--- src/rtl/pus_pkg.sv ---
package pus_pkg;
  typedef enum logic [1:0] {
    S_OFF    = 2'd0,
    S_SETTLE = 2'd1,
    S_WAIT   = 2'd2,
    S_RUN    = 2'd3
  } pus_state_e;
endpackage

--- src/rtl/pus_settle_timer.sv ---
module pus_settle_timer #(
  parameter int unsigned SETTLE_CYC = 50000
) (
  input  logic clk,
  input  logic rst,
  input  logic run,
  output logic done
);
  localparam int unsigned CW = (SETTLE_CYC > 1) ? $clog2(SETTLE_CYC) : 1;
  localparam logic [CW-1:0] LAST = CW'(SETTLE_CYC - 1);

  logic [CW-1:0] cnt_q;

  always_ff @(posedge clk) begin
    if (rst || !run) cnt_q <= '0;
    else if (cnt_q != LAST) cnt_q <= cnt_q + 1'b1;
  end

  assign done = run && (cnt_q == LAST);

  // every entry into settling starts the window from zero
  p_settle_from_zero_r3: assert property (@(posedge clk) disable iff (rst)
    (run && !$past(run)) |-> (cnt_q == '0));
endmodule

--- src/rtl/pus_lat_wdog.sv ---
module pus_lat_wdog #(
  parameter int unsigned LAT_LIMIT = 450000
) (
  input  logic clk,
  input  logic rst,
  input  logic clear,
  input  logic count_en,
  output logic fault
);
  localparam int unsigned CW = $clog2(LAT_LIMIT + 1);
  localparam logic [CW-1:0] LIM    = CW'(LAT_LIMIT);
  localparam logic [CW-1:0] LIM_M1 = CW'(LAT_LIMIT - 1);

  logic [CW-1:0] cnt_q;
  logic          fault_q;

  always_ff @(posedge clk) begin
    if (rst || clear) begin
      cnt_q   <= '0;
      fault_q <= 1'b0;
    end else if (count_en && cnt_q != LIM) begin
      cnt_q <= cnt_q + 1'b1;
      if (cnt_q == LIM_M1) fault_q <= 1'b1;
    end
  end

  assign fault = fault_q;

  // fault is sticky until cleared, and a clear always drops it
  p_fault_sticky_r8: assert property (@(posedge clk) disable iff (rst)
    (fault_q && !clear) |=> fault_q);
  p_fault_clear_r8: assert property (@(posedge clk) disable iff (rst)
    clear |=> !fault_q);
endmodule

--- src/rtl/pwrup_seq.sv ---
module pwrup_seq
  import pus_pkg::*;
#(
  parameter int unsigned SETTLE_CYC = 50000,
  parameter int unsigned LAT_LIMIT  = 450000
) (
  input  logic       clk,
  input  logic       rst,
  input  logic       supply_ok,
  input  logic       clk_present,
  input  logic       pwr_good,
  input  logic       pll_locked,
  output logic [1:0] state,
  output logic       pll_en,
  output logic       out_en,
  output logic       lat_fault
);
  pus_state_e state_q, nxt;
  logic       settle_done;
  logic       pll_en_q, out_en_q;
  logic       wd_clear, wd_count;
  logic       ready;

  assign ready = clk_present && pwr_good;

  pus_settle_timer #(.SETTLE_CYC(SETTLE_CYC)) u_settle (
    .clk  (clk),
    .rst  (rst),
    .run  (state_q == S_SETTLE),
    .done (settle_done)
  );

  assign wd_clear = (state_q == S_OFF);
  assign wd_count = ((state_q == S_SETTLE) || (state_q == S_WAIT)) && clk_present;

  pus_lat_wdog #(.LAT_LIMIT(LAT_LIMIT)) u_wdog (
    .clk      (clk),
    .rst      (rst),
    .clear    (wd_clear),
    .count_en (wd_count),
    .fault    (lat_fault)
  );

  always_comb begin
    nxt = state_q;
    if (!supply_ok) nxt = S_OFF;
    else begin
      case (state_q)
        S_OFF:    nxt = S_SETTLE;
        S_SETTLE: if (settle_done) nxt = S_WAIT;
        S_WAIT:   if (ready && pll_en_q && pll_locked) nxt = S_RUN;
        S_RUN:    if (!ready) nxt = S_WAIT;
        default:  nxt = S_OFF;
      endcase
    end
  end

  always_ff @(posedge clk) begin
    if (rst) begin
      state_q  <= S_OFF;
      pll_en_q <= 1'b0;
      out_en_q <= 1'b0;
    end else begin
      state_q  <= nxt;
      pll_en_q <= ((nxt == S_WAIT) || (nxt == S_RUN)) && ready;
      out_en_q <= (nxt == S_RUN);
    end
  end

  assign state  = state_q;
  assign pll_en = pll_en_q;
  assign out_en = out_en_q;

  // supply loss forces off on the next edge
  p_supply_loss_off_r2: assert property (@(posedge clk) disable iff (rst)
    !supply_ok |=> (state_q == S_OFF));
  // entering running requires lock with the PLL already enabled
  p_run_needs_lock_r5: assert property (@(posedge clk) disable iff (rst)
    ((state_q == S_RUN) && ($past(state_q) != S_RUN)) |-> $past(pll_locked && pll_en_q));
  // no input clock means outputs stay disabled
  p_no_clk_no_out_r6: assert property (@(posedge clk) disable iff (rst)
    !clk_present |=> !out_en_q);
  // outputs are never enabled without the PLL enabled
  p_out_implies_pll_r6: assert property (@(posedge clk) disable iff (rst)
    out_en_q |-> pll_en_q);
  // losing clock or power-good while running falls back to waiting
  p_run_fallback_r7: assert property (@(posedge clk) disable iff (rst)
    ((state_q == S_RUN) && supply_ok && !ready) |=> (state_q == S_WAIT));
endmodule

--- config.mk ---
export PLATFORM = sky130hd
export DESIGN_NAME = pwrup_seq
export DESIGN_NICKNAME = d
export VERILOG_FILES = /design/src/rtl/pus_pkg.sv /design/src/rtl/pus_settle_timer.sv /design/src/rtl/pus_lat_wdog.sv /design/src/rtl/pwrup_seq.sv
export SDC_FILE = /design/constraint.sdc
export NUM_CORES = 1
export LEC_CHECK = 0
export BUFFER_PORTS_ARGS = -buffer_cell sky130_fd_sc_hd__buf_2
export CAP_MARGIN = 25
export CORE_MARGIN = 5
export CORE_UTILIZATION = 40
export CTS_CLUSTER_SIZE = 16
export DETAILED_ROUTE_END_ITERATION = 10
export PLACE_DENSITY_LB_ADDON = 0.05
export SYNTH_ARGS = -nofsm -noshare
export SYNTH_HDL_FRONTEND = slang
export SYNTH_SLANG_ARGS = --single-unit
--- constraint.sdc ---
create_clock -name clk -period 2.2 [get_ports clk]
set_input_delay 0.55 -clock clk [delete_from_list [all_inputs] [get_ports clk]]
set_output_delay 0.55 -clock clk [all_outputs]
set_load 0.005 [all_outputs]
* Word level (Yosys, flattened, before mapping)
Cells that the tools add are included.
Storage, ports and cells: logic and storage cells 36, output and inout port bits 5, register bits after elaboration 40, bits of input ports 6
Operators by class: $add $sub $neg 2, reductions and logical operators 14, eq/ne operators 9, muxes and demuxes 5
Operators with widths (count):
- 19-bit by 1-bit adder with 19-bit output, second input constant | 1
- 19-bit equality test, second input constant | 1
- 19-bit inequality test, second input constant | 1
- 16-bit by 1-bit adder with 16-bit output, second input constant | 1
- 16-bit equality test, second input constant | 1
- 16-bit inequality test, second input constant | 1
- 2-bit equality test, second input constant | 4
- 2-bit 2-to-1 mux | 4
- 2-bit one-hot mux with 4 select lines | 1
- 1-bit logical AND | 7
- 1-bit logical OR | 4
- 2-bit by 1-bit equality test with 1-bit output, second input constant | 1
- 2-bit logical NOT | 1
- 2-bit AND reduction | 1
- 1-bit logical NOT | 1

* Depth between registers and ports, before layout
Gate-level depths: netlist of the first run.
depth after elaboration 9, mapped depth 8, gate-level depth less buffers 7

* Cells and area by module
Synthesis of the first run repeated with hierarchy kept, for this count alone.
Unflattened totals: cell total of the unflattened synthesis 234, area total of the unflattened synthesis 2054.5 um^2
Modules (own cells, without submodules):
- pus_lat_wdog | area an instance 967.2 um^2, cells each 116, seq. area each 400.4 um^2, instances 1
- pus_settle_timer | area an instance 830.8 um^2, cells each 93, seq. area each 320.3 um^2, instances 1
- pwrup_seq | area an instance 256.5 um^2, cells each 25, seq. area each 80.1 um^2, instances 1

* Worst setup path after synthesis of the first run
OpenSTA, ideal clock, no wires.
path kind flip-flop to flip-flop, from reg state_q[0], in the netlist state[0], to reg u_wdog.cnt_q[18], stages on the path, launching flop included 9, data arrival time 1.972 ns, data required time 2.072 ns, buffers on the path 1, path slack 0.101 ns, clock period less this slack 2.099 ns, library setup time 0.128 ns, cell sequence dfxtp_1 -> inv_1 -> ha_1 -> nand2_1 -> clkbuf_1 -> or3_1 -> nor4_1 -> xnor2_1 -> nor2_1
On the way: cells in the longest elaborated chain, start to end 4, elaborated cells between the ends (all ways) 7, those cells by class 2 x eq/ne; 5 x reduce/logical
RTL lines:
- start: declaration | RTL line pwrup_seq.sv:18 | pus_state_e state_q, nxt;
- start signal: assignment | RTL line pwrup_seq.sv:64 | state_q <= nxt;
- 2-bit by 1-bit equality test with 1-bit output or 2-bit equality test (tied branches) | RTL line pwrup_seq.sv:34 | assign wd_count = ((state_q == S_SETTLE) || (state_q == S_WAIT)) && clk_present;
- 1-bit logical OR | RTL line pwrup_seq.sv:34
- 1-bit logical AND | RTL line pwrup_seq.sv:34
- 1-bit logical AND | RTL line pus_lat_wdog.sv:21 | end else if (count_en && cnt_q != LIM) begin
- end signal: assignment | RTL line pus_lat_wdog.sv:22 | cnt_q <= cnt_q + 1'b1;
- end: declaration | RTL line pus_lat_wdog.sv:14 | logic [CW-1:0] cnt_q;
Several ways; a longest one is shown, not always the timed one. A chain may end at the register's enable or synchronous reset.

* Final worst setup path of the first run
from reg state_q[1], in the netlist state[1], to reg u_wdog.cnt_q[18]
The elaborated chain is that of the path after synthesis.

==> results of run 1 <==
==> routing by layer <==
metal / vias up / GRT usage [%]
li1: 829 / -
met1: 740 / 14.89
met2: 6 / 22.70
met3: 7 / 2.709
met4: 0 / 6.081
met5: - / 0
==> final timing paths <==
check / depth (start not counted) / slack [ps] / to
setup / recovery: 7 / 150 / u_wdog.cnt_q[18]
hold / removal: 2 / 460 / state[0]
setup reg to reg: 7 / 150 / u_wdog.cnt_q[18]
hold reg to reg: 2 / 490 / u_wdog.fault
==> synth_stat cells (2+ instances only) <==
master     n  share of area, %
a211oi_1   2              0.77
a21oi_1   10               2.6
a31oi_1    4               1.3
a41o_1     3               1.5
and3_1     3              0.96
clkbuf_1   6               1.2
dfxtp_1   40                41
ha_1       8               5.1
inv_1      9               1.7
mux2i_1    2               1.0
nand2_1   22               4.2
nand3_1   11               2.8
nand4_1    6               1.9
nor2_1    34               6.6
nor3_1     8               2.1
nor4_1     2              0.64
o21a_1     2              0.77
o21ai_0    5               1.3
or3_1      6               1.9
or4_1      2              0.77
or4b_1     4               2.1
xnor2_1   14               6.3
xor2_1     8               3.6
==> repair_timing <==
action,4_1_cts,5_1_grt
setup buffers,0,0
gates resized for setup,0,2
setup endpoints to repair,0,2
==> report_power, final <==
part / total, uW / internal [uW] / switching [uW] / leakage [uW]
combinational: 40.2 / 15.5 / 24.6 / 0.000414
clock: 589 / 337 / 253 / 0.0000552
sequential: 727 / 725 / 1.78 / 0.000322
total: 1360 / 1080 / 279 / 0.000791
==> per-stage QoR <==
stage               util (%)  std cells
floorplan                  -        226
global placement       44.77        305
detailed placement     44.77        305
CTS                    47.05        313
global route           47.31        313
finish                 47.31        313
==> logic make-up after synthesis <==
| family | after synthesis | share of synthesized area (%) |
|---|---|---|
| adders and majority gates | 8 | 5.142 |
| DFF | 40 | 41.13 |
| buffers and inverters | 16 | 3.470 |
| xor gates and xnor gates | 22 | 9.897 |
| muxes | 2 | 1.028 |
| and+or+nand+nor | 106 | 27.83 |
| AOI/OAI and AO/OA | 32 | 11.50 |
==> worst max-delay path, stage by stage, from the launching register on <==
cell	delay (ps)
dfxtp_1	400
inv_1	110
ha_1	300
nand2_1	120
or3_1	450
nor4_1	350
xnor2_1	160
nor2_1	50
==> flip-flops by register name, summed over array words and instances, names as in the netlist <==
| name | cells |
|---|---|
| state | 2 |
| out_en | 1 |
| u_wdog.cnt_q | 19 |
| u_settle.cnt_q | 16 |
| pll_en | 1 |
| u_wdog.fault | 1 |
==> area by class of cell <==
type	count	share of cell area, %
flip-flops and latches	40	35.83
clock buffers	6	3.247
repair buffers	19	5.263
well taps	67	3.751
inverters	9	1.512
multi-input cells	170	48.82
clock inverters	2	1.568
==> key figures, run 1 <==
Logic synthesis
  – Syn nets: between 200 and 250
  – Ys async rst share: 0%
  – Post-Syn Area: 0.001947 mm2
  – Seq cells post-synth: 40
  – Sequential area share after synthesis: 41.13%
  – Avg Inst Size Synth: 8.614 um2
  – Synth warn: 0
  – Library cells used by synthesis: 38
  – Main synth FF type: dfxtp_1
  – Post-Syn Instances: 226
  – Post-synth EDFFs: 0

Pwr
  – Total power draw: 1356 uW
  – Total leakage power: 0.0007911 uW
  – IR drop worst, VDD: 0.3057 mV
  – PD cells: between 600 and 700 mW/mm2

Clock network
  – Clock-pin slew on the worst setup and hold paths: 80 ps
  – Max clock buf depth: 2
  – CTS root buffer: clkbuf_8
  – H-tree depth: 2
  – CTS tree: done
  – Post-cts hold buffer count: 0
  – CTS Sinks: 40
  – Total CTS buffers: 5
  – Skew-Pair Late Insertion Delay: 290 ps

STA
  – Rel. slew slack: 58.72%
  – Measured slew at the worst slew-check pin: 619.2 ps
  – Final Worst Setup Slack: 150.4 ps
  – Worst hold slack: about 460 ps
  – Setup violations, final: 0
  – Tcrit/Tclk final: 93.16%
  – Final Max Tran Viols: 0
  – Unrepaired setup endpoints after global routing: false
  – Fmax: 487.9 MHz
  – Setup TNS Final: 0 ps
  – Final critical-path required period: 2050 ps
  – Final hold vios: 0
  – Post-Route Skew: approximately 2.4 ps

Drt
  – DR pass1 iterations: 4
  – Wire length on met3: ~67 um
  – Vias: 1,582
  – WL/cell: 12.24 um
  – Via-per-instance ratio: 5.054
  – DRC: 0
  – WL final: roughly 3800 um
  – DRT antenna net count: 0
  – Top Layer Used: met4
  – Met2 Wirelength: 1870 um
  – Initial drt markers: 56
  – Met1 wire length: 1813 um

Die
  – Die area: 0.006362 mm2
  – CORE AREA: about 0.0047 mm2
  – Initial Util: between 40 and 50%
  – Die X: around 80 um
  – I/O pins: 11
  – Core Rows: 25
  – Die Y: between 70 and 80 um

Critical path
  – Critical Path Source: state[1]
  – WP data arrival: 2230 ps
  – Worst setup EP type: flip-flop
  – CP max FO: 5
  – RR Startpoint: state[1]
  – CP Launch Type: flip-flop
  – WS Path Type: flip-flop to flip-flop
  – WP data required: between 2000 and 2500 ps

Place
  – HPWL Detailed: 2874 um
  – DP Area: 0.002115 mm2
  – PortBufs: 10
  – DP Worst Slack: 132.7 ps
  – Final GP Congestion: 0.8529

Layout
  – Share of layout cells above drive strength 1: 13.41%
  – Final-layout fill cell count: 467
  – Syn-to-layout area delta: 14.78%
  – Post-route cell area: 0.002235 mm2
  – Sequential cell area: about 800 um2
  – Most common cell after layout, fill and taps aside: dfxtp_1
  – Multi-input combinational cell area: 0.001091 mm2
  – Diode count: 0
  – Net count, final: 259
  – Commonest cells after routing, fill and taps aside: dfxtp_1, nor2_1, nand2_1

GRT
  – First-pass GRT wire length: about 6500 um
  – Number of global-route vias before repair: roughly 1,500
  – GRT overflow: 0
  – GRT Total Usage: 12.93%
  – Largest net degree at the start of global routing: 19
  – Initial antenna violation count: 0

Job
  – Maxcap violations: 0

Worst hold path
  – Worst hold start: rst
  – Min-Delay Path Class: input port to flip-flop

Run status
  – Status: finished, final reports clean
No activity file was read; power rests on OpenSTA's default activity.
==> run 2: changes to the inputs <==
--- a/config.mk
+++ b/config.mk
@@ -12,6 +12,7 @@
 export CTS_CLUSTER_SIZE = 16
 export DETAILED_ROUTE_END_ITERATION = 10
 export PLACE_DENSITY_LB_ADDON = 0.05
+export RECOVER_POWER = 25
 export SYNTH_ARGS = -nofsm -noshare
 export SYNTH_HDL_FRONTEND = slang
 export SYNTH_SLANG_ARGS = --single-unit
==> run 2 against run 1 <==
Cell count stayed put. Count of clock-buffer cells in the layout stayed put. Sequential share of layout area is 0.12 points higher.
==> key figures, run 2 (same netlist as run 1, synthesis figures left out) <==
Critical path
  – WP data required: 2380 ps (about the same)
  – WS Path Type: flip-flop to flip-flop
  – Cell family with most CP delay: simple AND/OR/NAND/NOR gates
  – Worst setup EP type: flip-flop
  – CP max FO: 5 (unchanged)
  – RR Startpoint: state[1]
  – Slowest CP cell: or3_1
  – Critical Path Source: state[1]
  – CP cell instances: inv_1 > ha_1 > nand2_1 > or3_1 > nor4_1 > xnor2_1 > nor2_1
  – WP data arrival: 2230 ps (about the same)
  – Buf/Inv on CP: 1 (unchanged)
  – Slowest stage delay, CP: 450 ps (about the same)
  – Cells on worst reg2reg path: 7 (unchanged)
  – CP Launch Type: flip-flop
  – R2R setup slack: 150 ps (about the same)
  – Reg-to-Reg End: u_wdog.cnt_q[18]

Drt
  – DR pass1 iterations: 4 (unchanged)
  – WL final: 3837 um (+0.16%)
  – Via-per-instance ratio: 5.058 (about the same)
  – Vias: 1,583 (+0.063%)
  – WL/cell: 12.26 um (+0.16%)
  – DRC: 0 (unchanged)
  – DRT antenna net count: 0 (unchanged)
  – Top Layer Used: met4
  – Met2 Wirelength: 1877 um (+0.37%)
  – Met1 wire length: 1813 um (unchanged)
  – Wire length on met3: 67 um (unchanged)
  – Initial drt markers: 52 (-7.1%)

Clock network
  – CTS root buffer: clkbuf_8
  – CTS Sinks: 40 (unchanged)
  – Clock-pin slew on the worst setup and hold paths: 80 ps (about the same)
  – Skew-Pair Late Insertion Delay: 290 ps (about the same)
  – Total CTS buffers: 5 (unchanged)
  – CTS tree: done
  – Max clock buf depth: 2 (unchanged)
  – Post-CTS Setup Inserts: 0 (unchanged)
  – H-tree depth: 2 (unchanged)

Place
  – Final GP Congestion: 0.8529 (unchanged)
  – DP Area: 0.002115 mm2 (unchanged)
  – PortBufs: 10 (unchanged)
  – HPWL Detailed: 2874 um (unchanged)

STA
  – Worst hold slack: 461.8 ps (+0.1260 ps)
  – Fmax: 487.6 MHz (about the same)
  – Final critical-path required period: 2051 ps (+1.318 ps)
  – Rel. slew slack: 58.66% (-0.062 points)
  – Setup TNS Final: 0 ps (unchanged)
  – Measured slew at the worst slew-check pin: 620.1 ps (+0.9340 ps)
  – Setup violations, final: 0 (unchanged)
  – Tcrit/Tclk final: 93.22% (about the same)
  – Unrepaired setup endpoints after global routing: false
  – Final hold vios: 0 (unchanged)
  – Post-Route Skew: 2.430 ps (unchanged)
  – Final Max Tran Viols: 0 (unchanged)

Pwr
  – IR drop worst, VDD: 0.3057 mV (about the same)
  – Switching share of power: 20.60% (+0.031 points)
  – Total leakage power: 0.0007730 uW (-2.3%)
  – Sw power: 279.2 uW (+0.10%)
  – Sequential group share of total power: 53.6% (about the same)
  – Combinational share of power: 2.9% (about the same)
  – PD cells: 608.8 mW/mm2 (+0.29%)
  – Clock power frac: 43.5% (about the same)
  – Pint: 1077 uW (about the same)

Layout
  – Post-route cell area: 0.002227 mm2 (-0.34%)
  – Final-layout fill cell count: 471 (+0.86%)
  – Commonest cells after routing, fill and taps aside: dfxtp_1, nor2_1, nand2_1
  – Largest register FFs: 19 (unchanged)
  – Syn-to-layout area delta: 14.40%
  – Diode count: 0 (unchanged)
  – Largest Register: u_wdog.cnt_q
  – Net count, final: 259 (unchanged)
  – Share of layout cells above drive strength 1: 11.79% (-1.6 points)
  – Most common cell after layout, fill and taps aside: dfxtp_1

GRT
  – GRT overflow: 0 (unchanged)
  – Initial antenna violation count: 0 (unchanged)
  – GRT Total Usage: 12.93% (unchanged)
  – Largest net degree at the start of global routing: 19 (unchanged)
  – Number of global-route vias before repair: 1,492 (unchanged)
  – First-pass GRT wire length: 6472 um (unchanged)

Die
  – Core Rows: 25 (unchanged)
  – Die X: 79.77 um (unchanged)
  – CORE AREA: 0.004723 mm2 (unchanged)
  – Die area: 0.006362 mm2 (unchanged)
  – Initial Util: 41.22% (unchanged)
  – Die Y: 79.77 um (unchanged)
  – I/O pins: 11 (unchanged)

Job
  – Maxcap violations: 0 (unchanged)

Worst hold path
  – Min-Delay Path Class: input port to flip-flop
  – Worst hold start: rst
  – Worst hold path depth: 2 (unchanged)
  – Hold Crit Endpoint: state[0]

Run status
  – Status: finished, final reports clean
==> run 2: cell types whose count changed in the layout (fill, tap and decap cells not counted), sizes merged <==
cell	delta
buf	-4
clkbuf	+4
==> run 2: worst reg2reg max path, stage by stage, from the launching register on <==
cell     delay (ps)
dfxtp_1         400
inv_1           110
ha_1            300
nand2_1         120
or3_1           450
nor4_1          350
xnor2_1         160
nor2_1           50
==> run 2: per-stage QoR <==
stage / total power, uW / utilization [%] / worst slack [ps] / cells
final: 1356 / 47.15 / 149.1 / 313
after global routing: 1406 / 47.15 / 34.83 / 313
after CTS: 1368 / 47.05 / 110.6 / 313
after detailed placement: 784.2 / 44.77 / 132.7 / 305
after global placement: 783.2 / 44.77 / 176.9 / 305
after floorplan: 767.6 / - / 100.6 / 226
==> run 2: what timing repair did <==
| action | CTS | global route |
|---|---|---|
| hold buffers | 0 | 0 |
| gates resized for setup | 0 | 2 |
| endpoints found under the setup margin | 0 | 2 |
==> run 2: final cells by class <==
class	instances	area (um2)	area share, %
Inverter	9	33.78	1.517
Tap cell	67	83.83	3.764
Clock buffer	6	72.57	3.258
Timing Repair Buffer	19	110.1	4.944
Sequential cell	40	800.8	35.95
Multi-Input combinational cell	170	1091	48.99
Clock inverter	2	35.03	1.573
==> run 2: power by group through the flow <==
stage	sequential (uW)	combinational (uW)	clock [uW]
finish	727	39.3	589
CTS	727	40.2	601
floorplan	745	22.2	0
global placement	744	39.1	0
detailed placement	744	40.0	0
global route	728	44.2	634
==> run 2: worst max path at each step <==
stage | end | cells after the start
3_3_place_gp | u_wdog.cnt_q[12] | 7
4_1_cts | u_wdog.cnt_q[12] | 7
2_1_floorplan | u_wdog.cnt_q[18] | 8
3_5_place_dp | u_wdog.cnt_q[12] | 7
5_1_grt | u_wdog.cnt_q[18] | 7
6_report | u_wdog.cnt_q[18] | 7
==> run 2: routing by layer <==
layer	track usage, %	vias to the layer above
met5	0	-
met1	14.89	741
met4	6.081	0
li1	-	829
met3	2.709	7
met2	22.70	6
==> run 3: changes to the inputs <==
--- a/config.mk
+++ b/config.mk
@@ -5,14 +5,14 @@
 export SDC_FILE = /design/constraint.sdc
 export NUM_CORES = 1
 export LEC_CHECK = 0
-export BUFFER_PORTS_ARGS = -buffer_cell sky130_fd_sc_hd__buf_2
-export CAP_MARGIN = 25
 export CORE_MARGIN = 5
 export CORE_UTILIZATION = 40
 export CTS_CLUSTER_SIZE = 16
 export DETAILED_ROUTE_END_ITERATION = 10
+export DONT_BUFFER_PORTS = 1
 export PLACE_DENSITY_LB_ADDON = 0.05
 export RECOVER_POWER = 25
 export SYNTH_ARGS = -nofsm -noshare
 export SYNTH_HDL_FRONTEND = slang
+export SYNTH_HIERARCHICAL = 1
 export SYNTH_SLANG_ARGS = --single-unit
==> run 3 against run 2 <==
Final area rose by 1.9%. Maximum frequency rose by 0.95%. Die area rose by 4.8%. Worst setup slack improved by 19 ps. Synthesized cell count rose by 3.5%. First-iteration DRC count fell by 17%. Sequential share of layout area fell by 0.62 points. Synthesized area rose by 5.5%. Flip-flop and latch count did not move. Critical path type unchanged. Largest power group unchanged.
==> key figures, run 3 <==
Critical path
  – WP data arrival: 2200 ps (-30 ps)
  – WP data required: 2370 ps (about the same)
  – R2R setup slack: 170 ps (+20 ps)
  – CP Launch Type: flip-flop
  – Worst setup EP type: flip-flop
  – WS Path Type: flip-flop to flip-flop
  – Slowest stage delay, CP: 540 ps (+90 ps)
  – CP cell instances: or4b_1 > nor4_2 > and4_1 > and3b_1 > a2111oi_4 > nor2_1
  – Slowest CP cell: or4b_1
  – CP max FO: 2 (-3)

Drt
  – WL/cell: 12.92 um (+5.4%)
  – WL final: 4082 um (+6.4%)
  – Via-per-instance ratio: 5.253 (+3.9%)
  – DR pass1 iterations: 4 (unchanged)
  – Vias: 1,660 (+4.9%)
  – DRC: 0 (unchanged)
  – Initial drt markers: 43 (-17%)
  – DRT antenna net count: 0 (unchanged)

Worst hold path
  – Min-Delay Path Class: input port to flip-flop

Run status
  – Status: finished, final reports clean

Place
  – HPWL Detailed: 3112 um (+8.3%)
  – DP Worst Slack: 65.94 ps (-66.77 ps)
  – PortBufs: 0 (-10)
  – Final GP Congestion: 0.7830 (-8.2%)

Die
  – Die X: 81.67 um (+2.4%)
  – Die area: 0.006669 mm2 (+4.8%)
  – CORE AREA: 0.005042 mm2 (+6.8%)
  – Core Rows: 26 (+4.0%)
  – Initial Util: 40.74% (-0.47 points)
  – Die Y: 81.67 um (+2.4%)
  – I/O pins: 11 (unchanged)

Logic synthesis
  – Synth warn: 6 (+6)
  – Post-Syn Instances: 234 (+3.5%)
  – Library cells used by synthesis: 47 (+24%)
  – Top-count cell post-synth: dfxtp_1
  – Main synth FF type: dfxtp_1
  – Sequential area share after synthesis: 38.98% (-2.2 points)
  – Ys async rst share: 0% (unchanged)
  – Seq cells post-synth: 40 (unchanged)
  – Synth area leader: dfxtp_1
  – Area fraction of the dominant cell type after synthesis: 38.98% (-2.2 points)
  – Post-Syn Area: 0.002054 mm2 (+5.5%)
  – Avg Inst Size Synth: 8.780 um2 (+1.9%)
  – Synth area leaders: dfxtp_1, nor2_1, ha_1, xor2_1, nand2_1
  – Post-synth top cells: dfxtp_1, nor2_1, nand2_1
  – Syn nets: 248 (+3.3%)
  – Post-synth EDFFs: 0 (unchanged)

GRT
  – GRT overflow: 0 (unchanged)
  – Initial antenna violation count: 0 (unchanged)
  – Largest net degree at the start of global routing: 19 (unchanged)
  – Number of global-route vias before repair: 1,595 (+6.9%)
  – GRT Total Usage: 13.73% (+0.80 points)
  – First-pass GRT wire length: 7238 um (+12%)

Clock network
  – Skew-Pair Late Insertion Delay: 280 ps (about the same)
  – CTS tree: done
  – Clock-pin slew on the worst setup and hold paths: 80 ps (about the same)
  – Post-cts hold buffer count: 0 (unchanged)
  – Total CTS buffers: 5 (unchanged)
  – CTS root buffer: clkbuf_8
  – Max clock buf depth: 2 (unchanged)
  – Post-CTS Setup Inserts: 0 (unchanged)
  – H-tree depth: 2 (unchanged)
  – CTS Sinks: 40 (unchanged)

STA
  – Measured slew at the worst slew-check pin: 452.0 ps (-168.1 ps)
  – Final hold vios: 0 (unchanged)
  – Setup TNS Final: 0 ps (unchanged)
  – Rel. slew slack: 69.81% (+11 points)
  – Setup violations, final: 0 (unchanged)
  – Tcrit/Tclk final: 92.35% (-0.87 points)
  – Unrepaired setup endpoints after global routing: false
  – Final critical-path required period: 2032 ps (-19.24 ps)
  – Final Worst Setup Slack: 168.4 ps (+19.24 ps)
  – Final Max Tran Viols: 0 (unchanged)
  – Post-Route Skew: 6.598 ps (+4.168 ps)
  – Fmax: 492.2 MHz (+0.95%)

Layout
  – Diode count: 0 (unchanged)
  – Syn-to-layout area delta: 10.48%
  – Largest register FFs: 19 (unchanged)
  – Share of layout cells above drive strength 1: 13.41% (+1.6 points)
  – Largest Register: u_wdog/cnt_q
  – Commonest cells after routing, fill and taps aside: nor2_1, dfxtp_1, nand2_1
  – Net count, final: 259 (unchanged)

Job
  – Maxcap violations: 0 (unchanged)

Pwr
  – PD cells: 554.8 mW/mm2 (-8.9%)
  – Sequential group share of total power: 57.7% (+4.1 points)
  – Pint: 988.4 uW (-8.2%)
  – Combinational share of power: 3.0% (about the same)
  – Clock power frac: 39.3% (-4.2 points)
  – Sw power: 270.9 uW (-3.0%)
  – IR drop worst, VDD: 0.3160 mV (+3.4%)
  – Switching share of power: 21.51% (+0.91 points)
  – Total power draw: 1259 uW (-7.1%)
  – Total leakage power: 0.0008017 uW (+3.7%)
[run 3: cell count changes after synthesis, moves of 3 or more]
cell and change:
xor2_1 +3, xnor2_1 -5, nand4_1 +3, a31o_2 +3
clkbuf_1 -3, a31o_1 +4, and4_1 +3, or4b_1 -3
or3_1 -3, nor2_1 +5, nor3_1 -3
[run 3: what timing repair did]
action / CTS / global route
endpoints found under the setup margin: 0 / 2
hold endpoints to repair: 0 / 0
gates resized for setup: 0 / 2
[run 3: critical path: cells and delay by family, from the launching register on]
family,cells,cell delay (ps)
simple gates,5,1290
flops,1,320
compound gates,1,300
[run 3: cell type report]
type,instances,area (um2)
Timing Repair Buffer,10,60.06
Clock buffer,6,82.58
Tap cell,70,87.58
Clock inverter,2,10.01
Fill cell,516,2773
Sequential cell,40,802.0
Multi-Input combinational cell,180,1197
Inverter,8,30.03
[run 3: kinds of logic (layout without fill, tap and decap cells)]
kind of cell | after synthesis | after routing | synth area share (%)
simple gates | 119 | 119 | 31.49
compound gates | 31 | 31 | 12.12
flops | 40 | 40 | 38.98
mux | 2 | 2 | 0.9745
buf+inv | 14 | 26 | 3.045
fa+ha+maj | 8 | 8 | 4.872
xor+xnor | 20 | 20 | 8.526
[run 3: routing by layer]
metal  vias up  routed length [um]  GRT usage [%]
li1        850                   -              -
met1       786                2002          17.34
met2        19                1893          23.13
met3         5                 135          3.070
met4         0                  50          4.485
met5         -                   0              0
[run 3: final timing paths]
| check | start | endpoint | cells past startpoint |
|---|---|---|---|
| min | pwr_good | pll_en | 2 |
| max | u_settle/cnt_q[4] | out_en | 6 |
| min reg2reg | u_wdog/cnt_q[18] | u_wdog/cnt_q[18] | 2 |
| max reg2reg | u_settle/cnt_q[4] | out_en | 6 |
[run 3: stage by stage]
| stage | std cells | area, um2 | hold slack [ps] | utilization [%] |
|---|---|---|---|---|
| final | 316 | 2270 | 377.8 | 45.01 |
| after global routing | 316 | 2270 | 369.4 | 45.01 |
| after CTS | 316 | 2277 | 361.9 | 45.16 |
| after detailed placement | 308 | 2185 | 497.6 | 43.33 |
| after global placement | 308 | 2185 | 475.2 | 43.33 |
| after floorplan | 234 | 2054 | 446.6 | - |
[run 3: power groups by stage]
stage	logic, uW	registers [uW]	clock network, uW
after global placement	39.9	744	0
after detailed placement	40.3	744	0
final	37.4	727	495
after CTS	40.4	727	525
after global routing	42.9	728	556
after floorplan	26.7	745	0
